--- src/rtl/ldseq_pkg.sv ---
package ldseq_pkg;

    localparam int WORD_W = 16;
    localparam int OPC_W  = 4;
    localparam int RA_W   = 3;
    localparam int OFF_W  = 9;
    localparam int IDX_W  = 6;
    localparam int PAGE_W = WORD_W - OFF_W;

    typedef logic [WORD_W-1:0] word_t;
    typedef logic [PAGE_W-1:0] page_t;

    typedef enum logic [OPC_W-1:0] {
        OP_LEA = 4'b1110,
        OP_LD  = 4'b0010,
        OP_LDI = 4'b1010,
        OP_LDR = 4'b0110
    } ld_op_e;

    typedef enum logic [2:0] {
        ST_IDLE,
        ST_EVAL,
        ST_READ,
        ST_CAPT,
        ST_CHAIN,
        ST_WBACK
    } ld_state_e;

    typedef struct packed {
        logic [OPC_W-1:0] opc;
        logic [RA_W-1:0]  dst;
        logic [OFF_W-1:0] off;
    } instr_t;

    function automatic logic is_load(input logic [OPC_W-1:0] opc);
        return (opc == OP_LEA) || (opc == OP_LD) ||
               (opc == OP_LDI) || (opc == OP_LDR);
    endfunction

    function automatic word_t page_join(input page_t pg, input logic [OFF_W-1:0] off);
        return {pg, off};
    endfunction

    function automatic word_t zext_idx(input logic [IDX_W-1:0] idx);
        return {{(WORD_W-IDX_W){1'b0}}, idx};
    endfunction

endpackage

--- src/rtl/ldseq_addr.sv ---
module ldseq_addr
    import ldseq_pkg::*;
(
    input  logic [OPC_W-1:0] opc,
    input  page_t            pg,
    input  logic [OFF_W-1:0] off,
    input  word_t            base,
    input  logic [IDX_W-1:0] idx,
    output word_t            ea
);

    word_t page_ea;
    word_t base_ea;

    always_comb begin
        page_ea = page_join(pg, off);
        base_ea = base + zext_idx(idx);
        ea      = (opc == OP_LDR) ? base_ea : page_ea;
    end

endmodule

--- src/rtl/ldseq_ctrl.sv ---
module ldseq_ctrl
    import ldseq_pkg::*;
(
    input  logic             clk,
    input  logic             rst,
    input  logic             start,
    input  logic [OPC_W-1:0] new_opc,
    input  logic [OPC_W-1:0] cur_opc,
    output logic             ir_ld,
    output logic             mar_ld,
    output logic             mar_from_mdr,
    output logic             mdr_ld,
    output logic             mdr_from_mem,
    output logic             mem_en,
    output logic             wr_en,
    output logic             done,
    output logic             idle
);

    ld_state_e state, nxt;
    logic      pass2;

    always_ff @(posedge clk) begin
        if (rst) begin
            state <= ST_IDLE;
            pass2 <= 1'b0;
        end else begin
            state <= nxt;
            if (state == ST_CHAIN)
                pass2 <= 1'b1;
            else if (state == ST_WBACK)
                pass2 <= 1'b0;
        end
    end

    always_comb begin
        nxt          = state;
        ir_ld        = 1'b0;
        mar_ld       = 1'b0;
        mar_from_mdr = 1'b0;
        mdr_ld       = 1'b0;
        mdr_from_mem = 1'b0;
        mem_en       = 1'b0;
        wr_en        = 1'b0;
        done         = 1'b0;
        idle         = 1'b0;
        case (state)
            ST_IDLE: begin
                idle = 1'b1;
                if (start && is_load(new_opc)) begin
                    ir_ld = 1'b1;
                    nxt   = ST_EVAL;
                end
            end
            ST_EVAL: begin
                if (cur_opc == OP_LEA) begin
                    mdr_ld = 1'b1;
                    nxt    = ST_WBACK;
                end else begin
                    mar_ld = 1'b1;
                    nxt    = ST_READ;
                end
            end
            ST_READ: begin
                mem_en = 1'b1;
                nxt    = ST_CAPT;
            end
            ST_CAPT: begin
                mdr_ld       = 1'b1;
                mdr_from_mem = 1'b1;
                nxt = (cur_opc == OP_LDI && !pass2) ? ST_CHAIN : ST_WBACK;
            end
            ST_CHAIN: begin
                mar_ld       = 1'b1;
                mar_from_mdr = 1'b1;
                nxt          = ST_READ;
            end
            ST_WBACK: begin
                wr_en = 1'b1;
                done  = 1'b1;
                nxt   = ST_IDLE;
            end
            default: nxt = ST_IDLE;
        endcase
    end

    assert_done_pulse_R7: assert property (@(posedge clk) disable iff (rst)
        done |=> !done);

    assert_lea_nomem_R1: assert property (@(posedge clk) disable iff (rst)
        (state == ST_EVAL && cur_opc == OP_LEA) |=> (done && !mem_en));

    assert_read_after_mar_R5: assert property (@(posedge clk) disable iff (rst)
        mem_en |-> $past(mar_ld));

    assert_chain_reads_R3: assert property (@(posedge clk) disable iff (rst)
        (mar_ld && mar_from_mdr) |=> mem_en);

endmodule

--- src/rtl/ldseq_dpath.sv ---
module ldseq_dpath
    import ldseq_pkg::*;
(
    input  logic  clk,
    input  logic  rst,
    input  logic  ir_ld,
    input  word_t instr,
    input  word_t pc_in,
    input  logic  mar_ld,
    input  logic  mar_from_mdr,
    input  logic  mdr_ld,
    input  logic  mdr_from_mem,
    input  logic  mem_en,
    input  logic  idle,
    input  word_t ea,
    input  word_t mem_rdata,
    output instr_t ir_q,
    output page_t pg_q,
    output word_t mar,
    output word_t mdr
);

    always_ff @(posedge clk) begin
        if (rst) begin
            ir_q <= '0;
            pg_q <= '0;
            mar  <= '0;
            mdr  <= '0;
        end else begin
            if (ir_ld) begin
                ir_q <= instr_t'(instr);
                pg_q <= pc_in[WORD_W-1:OFF_W];
            end
            if (mar_ld)
                mar <= mar_from_mdr ? mdr : ea;
            if (mdr_ld)
                mdr <= mdr_from_mem ? mem_rdata : ea;
        end
    end

    assert_ir_hold_R8: assert property (@(posedge clk) disable iff (rst)
        !idle |=> ($stable(ir_q) && $stable(pg_q)));

    assert_mdr_after_read_R5: assert property (@(posedge clk) disable iff (rst)
        (mdr_ld && mdr_from_mem) |-> $past(mem_en));

    assert_addr_held_R5: assert property (@(posedge clk) disable iff (rst)
        mem_en |-> !mar_ld);

endmodule

--- src/rtl/ldseq_top.sv ---
module ldseq_top
    import ldseq_pkg::*;
(
    input  logic        clk,
    input  logic        rst,
    input  logic        start,
    input  logic [15:0] instr,
    input  logic [15:0] pc_in,
    output logic [2:0]  base_sel,
    input  logic [15:0] base_val,
    output logic        mem_en,
    output logic [15:0] mem_addr,
    input  logic [15:0] mem_rdata,
    output logic        wr_en,
    output logic [2:0]  wr_addr,
    output logic [15:0] wr_data,
    output logic        done
);

    logic   ir_ld, mar_ld, mar_from_mdr, mdr_ld, mdr_from_mem, idle;
    instr_t ir_q;
    page_t  pg_q;
    word_t  mar, mdr, ea;

    ldseq_ctrl u_ctrl (
        .clk          (clk),
        .rst          (rst),
        .start        (start),
        .new_opc      (instr[WORD_W-1 -: OPC_W]),
        .cur_opc      (ir_q.opc),
        .ir_ld        (ir_ld),
        .mar_ld       (mar_ld),
        .mar_from_mdr (mar_from_mdr),
        .mdr_ld       (mdr_ld),
        .mdr_from_mem (mdr_from_mem),
        .mem_en       (mem_en),
        .wr_en        (wr_en),
        .done         (done),
        .idle         (idle)
    );

    ldseq_addr u_addr (
        .opc  (ir_q.opc),
        .pg   (pg_q),
        .off  (ir_q.off),
        .base (base_val),
        .idx  (ir_q.off[IDX_W-1:0]),
        .ea   (ea)
    );

    ldseq_dpath u_dpath (
        .clk          (clk),
        .rst          (rst),
        .ir_ld        (ir_ld),
        .instr        (instr),
        .pc_in        (pc_in),
        .mar_ld       (mar_ld),
        .mar_from_mdr (mar_from_mdr),
        .mdr_ld       (mdr_ld),
        .mdr_from_mem (mdr_from_mem),
        .mem_en       (mem_en),
        .idle         (idle),
        .ea           (ea),
        .mem_rdata    (mem_rdata),
        .ir_q         (ir_q),
        .pg_q         (pg_q),
        .mar          (mar),
        .mdr          (mdr)
    );

    assign base_sel = ir_q.off[OFF_W-1 -: RA_W];
    assign mem_addr = mar;
    assign wr_data  = mdr;
    assign wr_addr  = ir_q.dst;

    assert_write_only_done_R7: assert property (@(posedge clk) disable iff (rst)
        wr_en |-> done);

endmodule

--- config.mk ---
export PLATFORM = sky130hd
export DESIGN_NAME = ldseq_top
export DESIGN_NICKNAME = d
export VERILOG_FILES = /design/src/rtl/ldseq_pkg.sv /design/src/rtl/ldseq_addr.sv /design/src/rtl/ldseq_ctrl.sv /design/src/rtl/ldseq_dpath.sv /design/src/rtl/ldseq_top.sv
export SDC_FILE = /design/constraint.sdc
export NUM_CORES = 1
export LEC_CHECK = 0
export BUFFER_PORTS_ARGS = -buffer_cell sky130_fd_sc_hd__buf_2
export CAP_MARGIN = 25
export CORE_MARGIN = 2
export CORE_UTILIZATION = 51
export DETAILED_ROUTE_END_ITERATION = 8
export PLACE_DENSITY_LB_ADDON = 0.25
export SLEW_MARGIN = 25
export SYNTH_ARGS = -nofsm -noshare
export SYNTH_HDL_FRONTEND = slang
export SYNTH_SLANG_ARGS = --single-unit
export TNS_END_PERCENT = 5
--- constraint.sdc ---
create_clock -name clk -period 2.4 [get_ports clk]
set_input_delay 0.12 -clock clk [delete_from_list [all_inputs] [get_ports clk]]
set_output_delay 0.12 -clock clk [all_outputs]
set_load 0.01 [all_outputs]
==> flow_summary.yaml, run 1 <==
run_status:
  status: "finished, final reports clean"
yosys:
  synth_most_common_cell: "nand2_1"
  asyncSetResetFlopFracSynth_pct: 0
  synth_top_flop_cell: "dfxtp_1"
  post_synth_instance_area_um2: 3190
  netlist_instances: 397
  netlist_top_cells_count: "nand2_1 (69), dfxtp_1 (59), nor2_1 (46)"
  synth_enable_flop_cells: 0
  synth.yosys.seq_area_share_pct: 37.0
  number_of_distinct_library_cell_variants_in_the_gate_level_netlist_after_synthesis: 62
  yosysWarningCount: 0
  synth_nets: 471
  synth_largest_type_area_fraction_pct: 37.0
  synth_top_cells_by_area: "dfxtp_1 (37%), nand2_1 (8.1%), a21oi_1 (7.1%), nor2_1 (5.4%), o22ai_1 (2.7%)"
  yosys_register_bits: 59
  synth_area_per_cell_um2: 8.04
  synthDominantAreaCellType: "dfxtp_1"
min_path:
  sink_of_the_worst_hold_path: "u_dpath.ir_q[4]"
  worst_hold_startpoint: "instr[4]"
  holdPathStages: 3
  min-delay-path-class: "in -> reg"
clock_network:
  cts_inserted_buffers: 9
  cts_setup_buffers: 0
  clock_sink_count: 59
  clkTransAtPathRegs_ns: 0.07
  cts_max_level: 3
  cts_tree: "yes"
  worstSkewPairLatency_ns: 0.34
  postCtsResizedCells: 0
  max-clock-path-buffers: 2
  hold_buffers: 0
  ctsRootBufferMaster: "clkbuf_8"
pwr:
  cellInternalPower_w: 0.00172
  switching_share_pct: 28.4
  pwr-share-seq_pct: 44.6
  irDropWorstVdd_mv: 0.398
  clk_pwr_share_pct: 38.0
  power_leakage_nw: 1.57
  p_switching_w: 0.000682
  combinational_share_of_power_pct: 17.5
  finalPower_w: 0.00240
  power.density_cell_area_nw_per_um2: 625
timing:
  min_period_ns: 2.18
  fmax_mhz: 459
  tightest_slew_ns: 0.746
  setup-tns-final_ns: 0
  rsz0062_at_grt: "no"
  timing.final.max_slew_violations: 0
  clock_skew_ns: 0.00977
  timing.final.crit_share_pct: 90.9
  setup_violations: 0
  finalWorstSetupSlack_ns: 0.220
  worst_slew_margin_rel_pct: 50.2
  hold_viol_final: 0
layout:
  syn2layout_area_growth_pct: 20.4
  num-fill-cells: 552
  seq_area_um2: 1180
  multi_input_comb_area_um2: 1800
  share_of_layout_cells_above_drive_strength_1_pct: 27.0
  antennaDiodeCount: 0
  nets: 555
route:
  drt_drc_violations_left: 0
  wl_per_cell_um: 15.9
  postRouteAntennaNets: 0
  detailedRoute.firstPassIterationCount: 5
  drt-total-wl_mm: 8.88
  dr_total_vias: 3250
  initialDrtViolationCount: 219
  viasPerCell: 5.80
placement:
  gpl.final_weighted_congestion: 0.910
  detailedPlacementHpwl_mm: 6.45
  dp_worst_setup_slack_ns: 0.259
  port_buffers: 98
worst_setup_path:
  critical_path_end_type: "flop"
  rr_startpoint: "u_dpath.ir_q[0]"
  worstSetupPathType: "reg -> reg"
  critical_path_arrival_ns: 2.43
  critPathRequiredTime_ns: 2.65
  reg2regPathDepth: 7
  timing.critical_path.fanout_max: 7
  timing.reg2reg.setup_slack_ns: 0.22
  r2r-end: "u_dpath.mar[6]"
  critical_path.startpoint_type: "flop"
floorplanning:
  rows: 28
  die_x_um: 83.1
  top_level_ports: 108
  die_y_um: 83.1
  start_util_pct: 53.3
  dieArea_um2: 6900
  core_area_um2: 5990
flow_run:
  maxCapViolations: 0
global_routing:
  grt_start_max_net_pins: 35
  grt_pass1_wl_mm: 14.7
  vias_in_the_first_global_route: 3011
  gr-usage-all-layers_pct: 26.2
  overflow: 0
  antenna_found_initial: 0
==> how the worst max path moves through the flow <==
stage / start / endpoint / slack, ns / cells past startpoint
after floorplan: u_dpath.ir_q[0] / u_dpath.mar[6] / 0.42 / 7
after detailed placement: u_dpath.ir_q[0] / u_dpath.mar[6] / 0.26 / 7
after CTS: u_dpath.ir_q[0] / u_dpath.mar[6] / 0.24 / 7
after global routing: u_dpath.ir_q[0] / u_dpath.mar[6] / 0.1 / 7
final: u_dpath.ir_q[0] / u_dpath.mar[6] / 0.22 / 7
after global placement: u_dpath.ir_q[0] / u_dpath.mar[6] / 0.31 / 7
==> logic make-up after synthesis <==
family / synth area share, %
AO/OA/AOI/OAI: 25.9
XOR/XNOR: 1.92
adder cells (fa/ha/maj): 2.98
buffers and inverters: 6.43
flip-flops: 37.0
multiplexers: 1.25
AND/OR/NAND/NOR: 24.5
==> area by class of cell <==
type                       count  share of cell area, %
clock buffer                  13                   4.14
clock inverter                 2                  0.912
inverter                       3                  0.293
multi-input combinational    301                   47.0
sequential                    59                   30.7
tap                           75                   2.44
timing repair buffer         107                   14.5
==> stage by stage <==
step | cell area [um2] | utilization, % | instances | hold WS (ns)
2_1_floorplan | 3190 | - | 397 | 0.256
3_3_place_gp | 3650 | 60.9 | 545 | 0.360
3_5_place_dp | 3650 | 60.9 | 545 | 0.367
4_1_cts | 3840 | 64.1 | 560 | 0.000183
5_1_grt | 3840 | 64.1 | 560 | 0.00272
6_report | 3840 | 64.1 | 560 | 0.0143
==> registers in the layout, indices dropped and copies added, names as in the netlist <==
name          cells
u_ctrl.pass2      1
u_ctrl.state      3
u_dpath.ir_q     16
u_dpath.mar      16
u_dpath.mdr      16
u_dpath.pg_q      7
==> power by group through the flow <==
stage / clock [W] / combinational (W) / sequential [W]
floorplan: 0 / 0.000308 / 0.00106
global placement: 0 / 0.000403 / 0.00109
detailed placement: 0 / 0.000411 / 0.00109
CTS: 0.000929 / 0.000415 / 0.00107
global route: 0.000978 / 0.000465 / 0.00108
finish: 0.000911 / 0.000419 / 0.00107
==> cell usage in the layout (no fill, tap or decap), types with 2 or more instances in the layout <==
cell	synthesis	routed
o21ai_1	2	2
a221oi_1	4	4
a21o_1	4	4
a31oi_1	5	5
nand2_1	69	69
ha_1	6	6
dfxtp_1	59	59
mux2i_1	4	4
inv_1	2	2
o21ai_0	6	6
xnor2_1	3	3
a22o_1	3	3
xor2_1	4	4
buf_2	14	98
o22ai_1	14	14
and3_1	3	3
nand3_1	12	12
a211oi_1	2	2
a21oi_1	45	45
o211ai_1	5	5
buf_4	9	9
clkbuf_8	0	11
clkbuf_1	8	2
nor2_1	46	46
a22oi_1	9	9
or3_1	3	3
nand4_1	2	2
nand3b_1	4	4
nand2b_1	5	5
nor3_1	4	4
a2bb2oi_1	8	8
==> layer usage <==
metal	part of all wire (%)	up-vias	global-route usage, %	routed length [um]
met3	8.9	14	7.46	794
met5	0	-	0	0
met4	1.3	0	7.60	115
met1	45	1482	36.3	4010
met2	45	164	40.0	3950
li1	-	1590	-	-
==> worst max-delay path, stage by stage, from the launching register on <==
cell and delay (ns):
dfxtp_1 0.34, ha_1 0.21, fa_1 0.41, a21o_1 0.25
a221oi_4 0.40, xnor2_1 0.17, nand2_1 0.07, a221oi_1 0.23
No activity file was read; power rests on OpenSTA's default activity.
==> inputs of run 2 (changes only) <==
==> constraint.sdc (replaced) <==
create_clock -name clk -period 2.5 [get_ports clk]
set_input_delay 0.125 -clock clk [delete_from_list [all_inputs] [get_ports clk]]
set_output_delay 0.125 -clock clk [all_outputs]
set_load 0.01 [all_outputs]
==> run 2 against run 1 <==
Net effect: wire length is 2.3% lower; combinational power is 6.0% lower; hold slack better by 0.0086 ns; critical path type unchanged; largest power group unchanged.
==> flow_summary.yaml, run 2 (synthesis results as in run 1) <==
worst_setup_path:
  rr_startpoint: "u_dpath.ir_q[0]"
  timing.reg2reg.setup_slack_ns: 0.32
  critical_path_end_type: "flop"
  worstSetupPathType: "reg -> reg"
  timing.critical_path.fanout_max: 7
  critPathRequiredTime_ns: 2.74
  worstSetupStartpoint: "u_dpath.ir_q[0]"
  critical_path_arrival_ns: 2.42
  worst-path-buf-inv: 0
  crit_path_cell_trace: "ha_1, fa_1, a21o_1, a221oi_4, xnor2_1, nand2_1, a221oi_1"
  crit_slowest_cell: "fa_1"
  critical_path.startpoint_type: "flop"
  critical_path.max_stage_delay_ns: 0.40
  critical-path-top-delay-family: "compound AO/OA/AOI/OAI gates"
floorplanning:
  top_level_ports: 108
  core_area_um2: 5990
  rows: 28
  start_util_pct: 53.3
  die_y_um: 83.1
  die_x_um: 83.1
  dieArea_um2: 6900
clock_network:
  cts_max_level: 3
  clock_sink_count: 59
  cts_tree: "yes"
  cts_inserted_buffers: 9
  clkTransAtPathRegs_ns: 0.06
  postCtsResizedCells: 0
  worstSkewPairLatency_ns: 0.33
  cts_setup_buffers: 0
  ctsRootBufferMaster: "clkbuf_8"
  max-clock-path-buffers: 2
  hold_buffers: 0
layout:
  syn2layout_area_growth_pct: 20.4
  largestRegisters: "u_dpath.ir_q (16), u_dpath.mar (16), u_dpath.mdr (16)"
  nets: 555
  num-fill-cells: 538
  share_of_layout_cells_above_drive_strength_1_pct: 27.4
  multi_input_comb_area_um2: 1800
  antennaDiodeCount: 0
  mostFrequentLayoutCells: "buf_2 (98), nand2_1 (69), dfxtp_1 (59)"
  finalNonFillerCells: 561
  seq_area_um2: 1180
  final_common_cell: "buf_2"
global_routing:
  grt_pass1_wl_mm: 14.4
  grt_start_max_net_pins: 38
  antenna_found_initial: 0
  gr-usage-all-layers_pct: 25.3
  vias_in_the_first_global_route: 2902
  overflow: 0
pwr:
  finalPower_w: 0.00227
  irDropWorstVdd_mv: 0.502
  power_leakage_nw: 1.57
  power.density_cell_area_nw_per_um2: 592
timing:
  fmax_mhz: 458
  clock_skew_ns: 0.00470
  min_period_ns: 2.18
  rsz0062_at_grt: "no"
  timing.final.max_slew_violations: 0
  setup-tns-final_ns: 0
  setup_violations: 0
  hold_viol_final: 0
  worst_slew_margin_rel_pct: 50.7
  tightest_slew_ns: 0.739
  timing.final.crit_share_pct: 87.3
  minimum_hold_slack_ns: 0.0230
route:
  drt-total-wl_mm: 8.67
  wl_per_cell_um: 15.5
  drt_drc_violations_left: 0
  detailedRoute.firstPassIterationCount: 5
  initialDrtViolationCount: 223
  viasPerCell: 5.69
  postRouteAntennaNets: 0
  dr_total_vias: 3193
min_path:
  min-delay-path-class: "in -> reg"
  worst_hold_startpoint: "instr[6]"
placement:
  gpl.final_weighted_congestion: 0.926
  port_buffers: 98
  place.detailed.instances: 545
  detailedPlacementHpwl_mm: 6.47
flow_run:
  maxCapViolations: 0
run_status:
  status: "finished, final reports clean"
[run 2: cell types whose count changed in the layout (fill, tap and decap cells not counted), sizes merged]
cell / previous run / this run
clkbuf: 13 / 11
clkinv: 1 / 3
clkinvlp: 0 / 1
[run 2: tightest hold or removal path: stages]
cell and delay, ns:
buf_2 0.09, nand2_1 0.04, a21oi_1 0.05
[run 2: metal layers]
layer | GRT usage (%) | up-vias | share of wire, %
met5 | 0 | - | 0
met4 | 6.26 | 0 | 1.0
met3 | 6.06 | 10 | 8.2
met2 | 38.7 | 138 | 44
met1 | 35.9 | 1457 | 46
li1 | - | 1588 | -
[run 2: report_power, final]
group	switching [W]	internal, W	total [W]
logic	0.000230	0.000164	0.000394
clock network	0.000371	0.000482	0.000853
registers	0.0000529	0.000975	0.00103
[run 2: final timing paths]
check                          end  cells past startpoint
setup / recovery    u_dpath.mar[6]                      7
hold / removal     u_dpath.ir_q[6]                      3
setup reg to reg    u_dpath.mar[6]                      7
hold reg to reg   u_dpath.ir_q[10]                      2
[run 2: per-stage QoR]
stage	worst slack, ns	cell area [um2]	utilization, %
floorplan	0.524	3190	-
global placement	0.386	3650	60.9
detailed placement	0.344	3650	60.9
CTS	0.334	3840	64.1
global route	0.202	3840	64.1
finish	0.318	3840	64.1
[run 2: final cells by class]
| class | count | area share [%] |
|---|---|---|
| tap | 75 | 2.44 |
| clock inverter | 5 | 1.37 |
| inverter | 3 | 0.293 |
| clock buffer | 11 | 3.68 |
| sequential | 59 | 30.7 |
| multi-input combinational | 301 | 47.0 |
| timing repair buffer | 107 | 14.5 |
==> inputs of run 3 (changes only) <==
--- a/config.mk
+++ b/config.mk
@@ -10,6 +10,7 @@
 export CORE_MARGIN = 2
 export CORE_UTILIZATION = 51
 export DETAILED_ROUTE_END_ITERATION = 8
+export HOLD_SLACK_MARGIN = 0.12
 export PLACE_DENSITY_LB_ADDON = 0.25
 export SLEW_MARGIN = 25
 export SYNTH_ARGS = -nofsm -noshare
==> run 3 against run 2 <==
Net effect: wire length is 4.8% higher; maximum frequency up 0.28%; critical endpoint unchanged; power rose by 1.4%; combinational power increased by 7.9%; global-route usage rose by 1.2 points; sequential power hardly changed; largest power group unchanged; design area grew 6.0%; die area did not move; non-clock buffer count up 23.
==> flow_summary.yaml, run 3 (synthesis results as in run 1) <==
run_status:
  status: "finished, final reports clean"
global_routing:
  overflow: 0
  gr-usage-all-layers_pct: 26.5
  grt_start_max_net_pins: 38
  antenna_found_initial: 0
  grt_pass1_wl_mm: 15.0
  vias_in_the_first_global_route: 3066
clock_network:
  worstSkewPairLatency_ns: 0.33
  cts_max_level: 3
  cts_setup_buffers: 0
  max-clock-path-buffers: 2
  clkTransAtPathRegs_ns: 0.06
  clock_sink_count: 59
  cts_tree: "yes"
  cts_inserted_buffers: 9
  ctsRootBufferMaster: "clkbuf_8"
worst_setup_path:
  worstSetupPathType: "reg -> reg"
  critical_path.startpoint_type: "flop"
  reg2regPathDepth: 7
  critical_path_end_type: "flop"
  timing.critical_path.fanout_max: 7
  critPathRequiredTime_ns: 2.74
  critical_path_arrival_ns: 2.41
floorplanning:
  die_y_um: 83.1
  top_level_ports: 108
  die_x_um: 83.1
  dieArea_um2: 6900
  core_area_um2: 5990
  rows: 28
  start_util_pct: 53.3
timing:
  rsz0062_at_grt: "no"
  timing.final.crit_share_pct: 87.0
  hold_viol_final: 0
  timing.final.max_slew_violations: 0
  min_period_ns: 2.18
  tightest_slew_ns: 0.724
  fmax_mhz: 460
  clock_skew_ns: 0.00525
  setup_violations: 0
  minimum_hold_slack_ns: 0.159
  worst_slew_margin_rel_pct: 51.8
  setup-tns-final_ns: 0
flow_run:
  maxCapViolations: 0
route:
  dr_total_vias: 3312
  initialDrtViolationCount: 215
  drt-total-wl_mm: 9.09
  detailedRoute.firstPassIterationCount: 5
  postRouteAntennaNets: 0
  drt_drc_violations_left: 0
  wl_per_cell_um: 15.6
  viasPerCell: 5.67
min_path:
  holdPathStages: 3
  min-delay-path-class: "in -> reg"
layout:
  share_of_layout_cells_above_drive_strength_1_pct: 26.1
  syn2layout_area_growth_pct: 27.6
  antennaDiodeCount: 0
  nets: 578
  largestRegisters: "u_dpath.ir_q (16), u_dpath.mar (16), u_dpath.mdr (16)"
  mostFrequentLayoutCells: "buf_2 (98), nand2_1 (69), dfxtp_1 (59)"
  multi_input_comb_area_um2: 1800
  seq_area_um2: 1180
  num-fill-cells: 501
  final_common_cell: "buf_2"
placement:
  port_buffers: 98
  detailedPlacementHpwl_mm: 6.47
  gpl.final_weighted_congestion: 0.926
pwr:
  power_leakage_nw: 1.67
  power.density_cell_area_nw_per_um2: 566
  irDropWorstVdd_mv: 0.501
==> run 3: cell types whose count changed in the layout (fill, tap and decap cells not counted), sizes merged <==
| cell | change |
|---|---|
| dlygate4sd3 | +23 |
==> run 3: metrics by stage <==
step,utilization [%],total power (W),instances,setup slack (ns),instance area (um2)
3_3_place_gp,60.9,0.00143,545,0.386,3650
5_1_grt,68.0,0.00241,584,0.202,4070
6_report,68.0,0.00231,584,0.324,4070
2_1_floorplan,-,0.00132,397,0.524,3190
4_1_cts,68.0,0.00231,584,0.334,4070
3_5_place_dp,60.9,0.00144,545,0.344,3650
==> run 3: timing repair <==
action                                 in CTS  in global routing
endpoints found under the hold margin      23                  0
hold buffers                               23                  0
gates resized for setup                     0                  0
==> run 3: where the power goes <==
| part | switching, W | internal, W | leakage [nW] |
|---|---|---|---|
| logic | 0.000238 | 0.000187 | 1.09 |
| registers | 0.0000527 | 0.000975 | 0.477 |
| clock network | 0.000371 | 0.000482 | 0.0991 |
==> run 3: routing by layer <==
metal	global-route usage, %	up-vias	wire (um)	share of wire (%)
li1	-	1637	-	-
met1	36.2	1520	4130	45
met2	41.9	138	4170	46
met3	6.36	17	652	7.2
met4	7.30	0	135	1.5
met5	0	-	0	0
==> run 3: layout make-up <==
class	instances	area share, %
inverter	3	0.276
tap	75	2.30
clock inverter	5	1.29
clock buffer	11	3.47
timing repair buffer	130	19.4
multi-input combinational	301	44.3
sequential	59	29.0
==> run 3: critical path: stages (launching register included) <==
cell      delay [ns]
dfxtp_1         0.34
ha_1            0.22
fa_1            0.40
a21o_1          0.24
a221oi_4        0.40
xnor2_1         0.17
nand2_1         0.07
a221oi_1        0.25
==> run 3: worst paths after layout <==
kind / from / endpoint / slack, ns
setup / recovery: u_dpath.ir_q[0] / u_dpath.mar[6] / 0.32
hold reg to reg: u_dpath.ir_q[10] / u_dpath.ir_q[10] / 0.46
setup reg to reg: u_dpath.ir_q[0] / u_dpath.mar[6] / 0.32
hold / removal: base_val[11] / u_dpath.mar[11] / 0.16
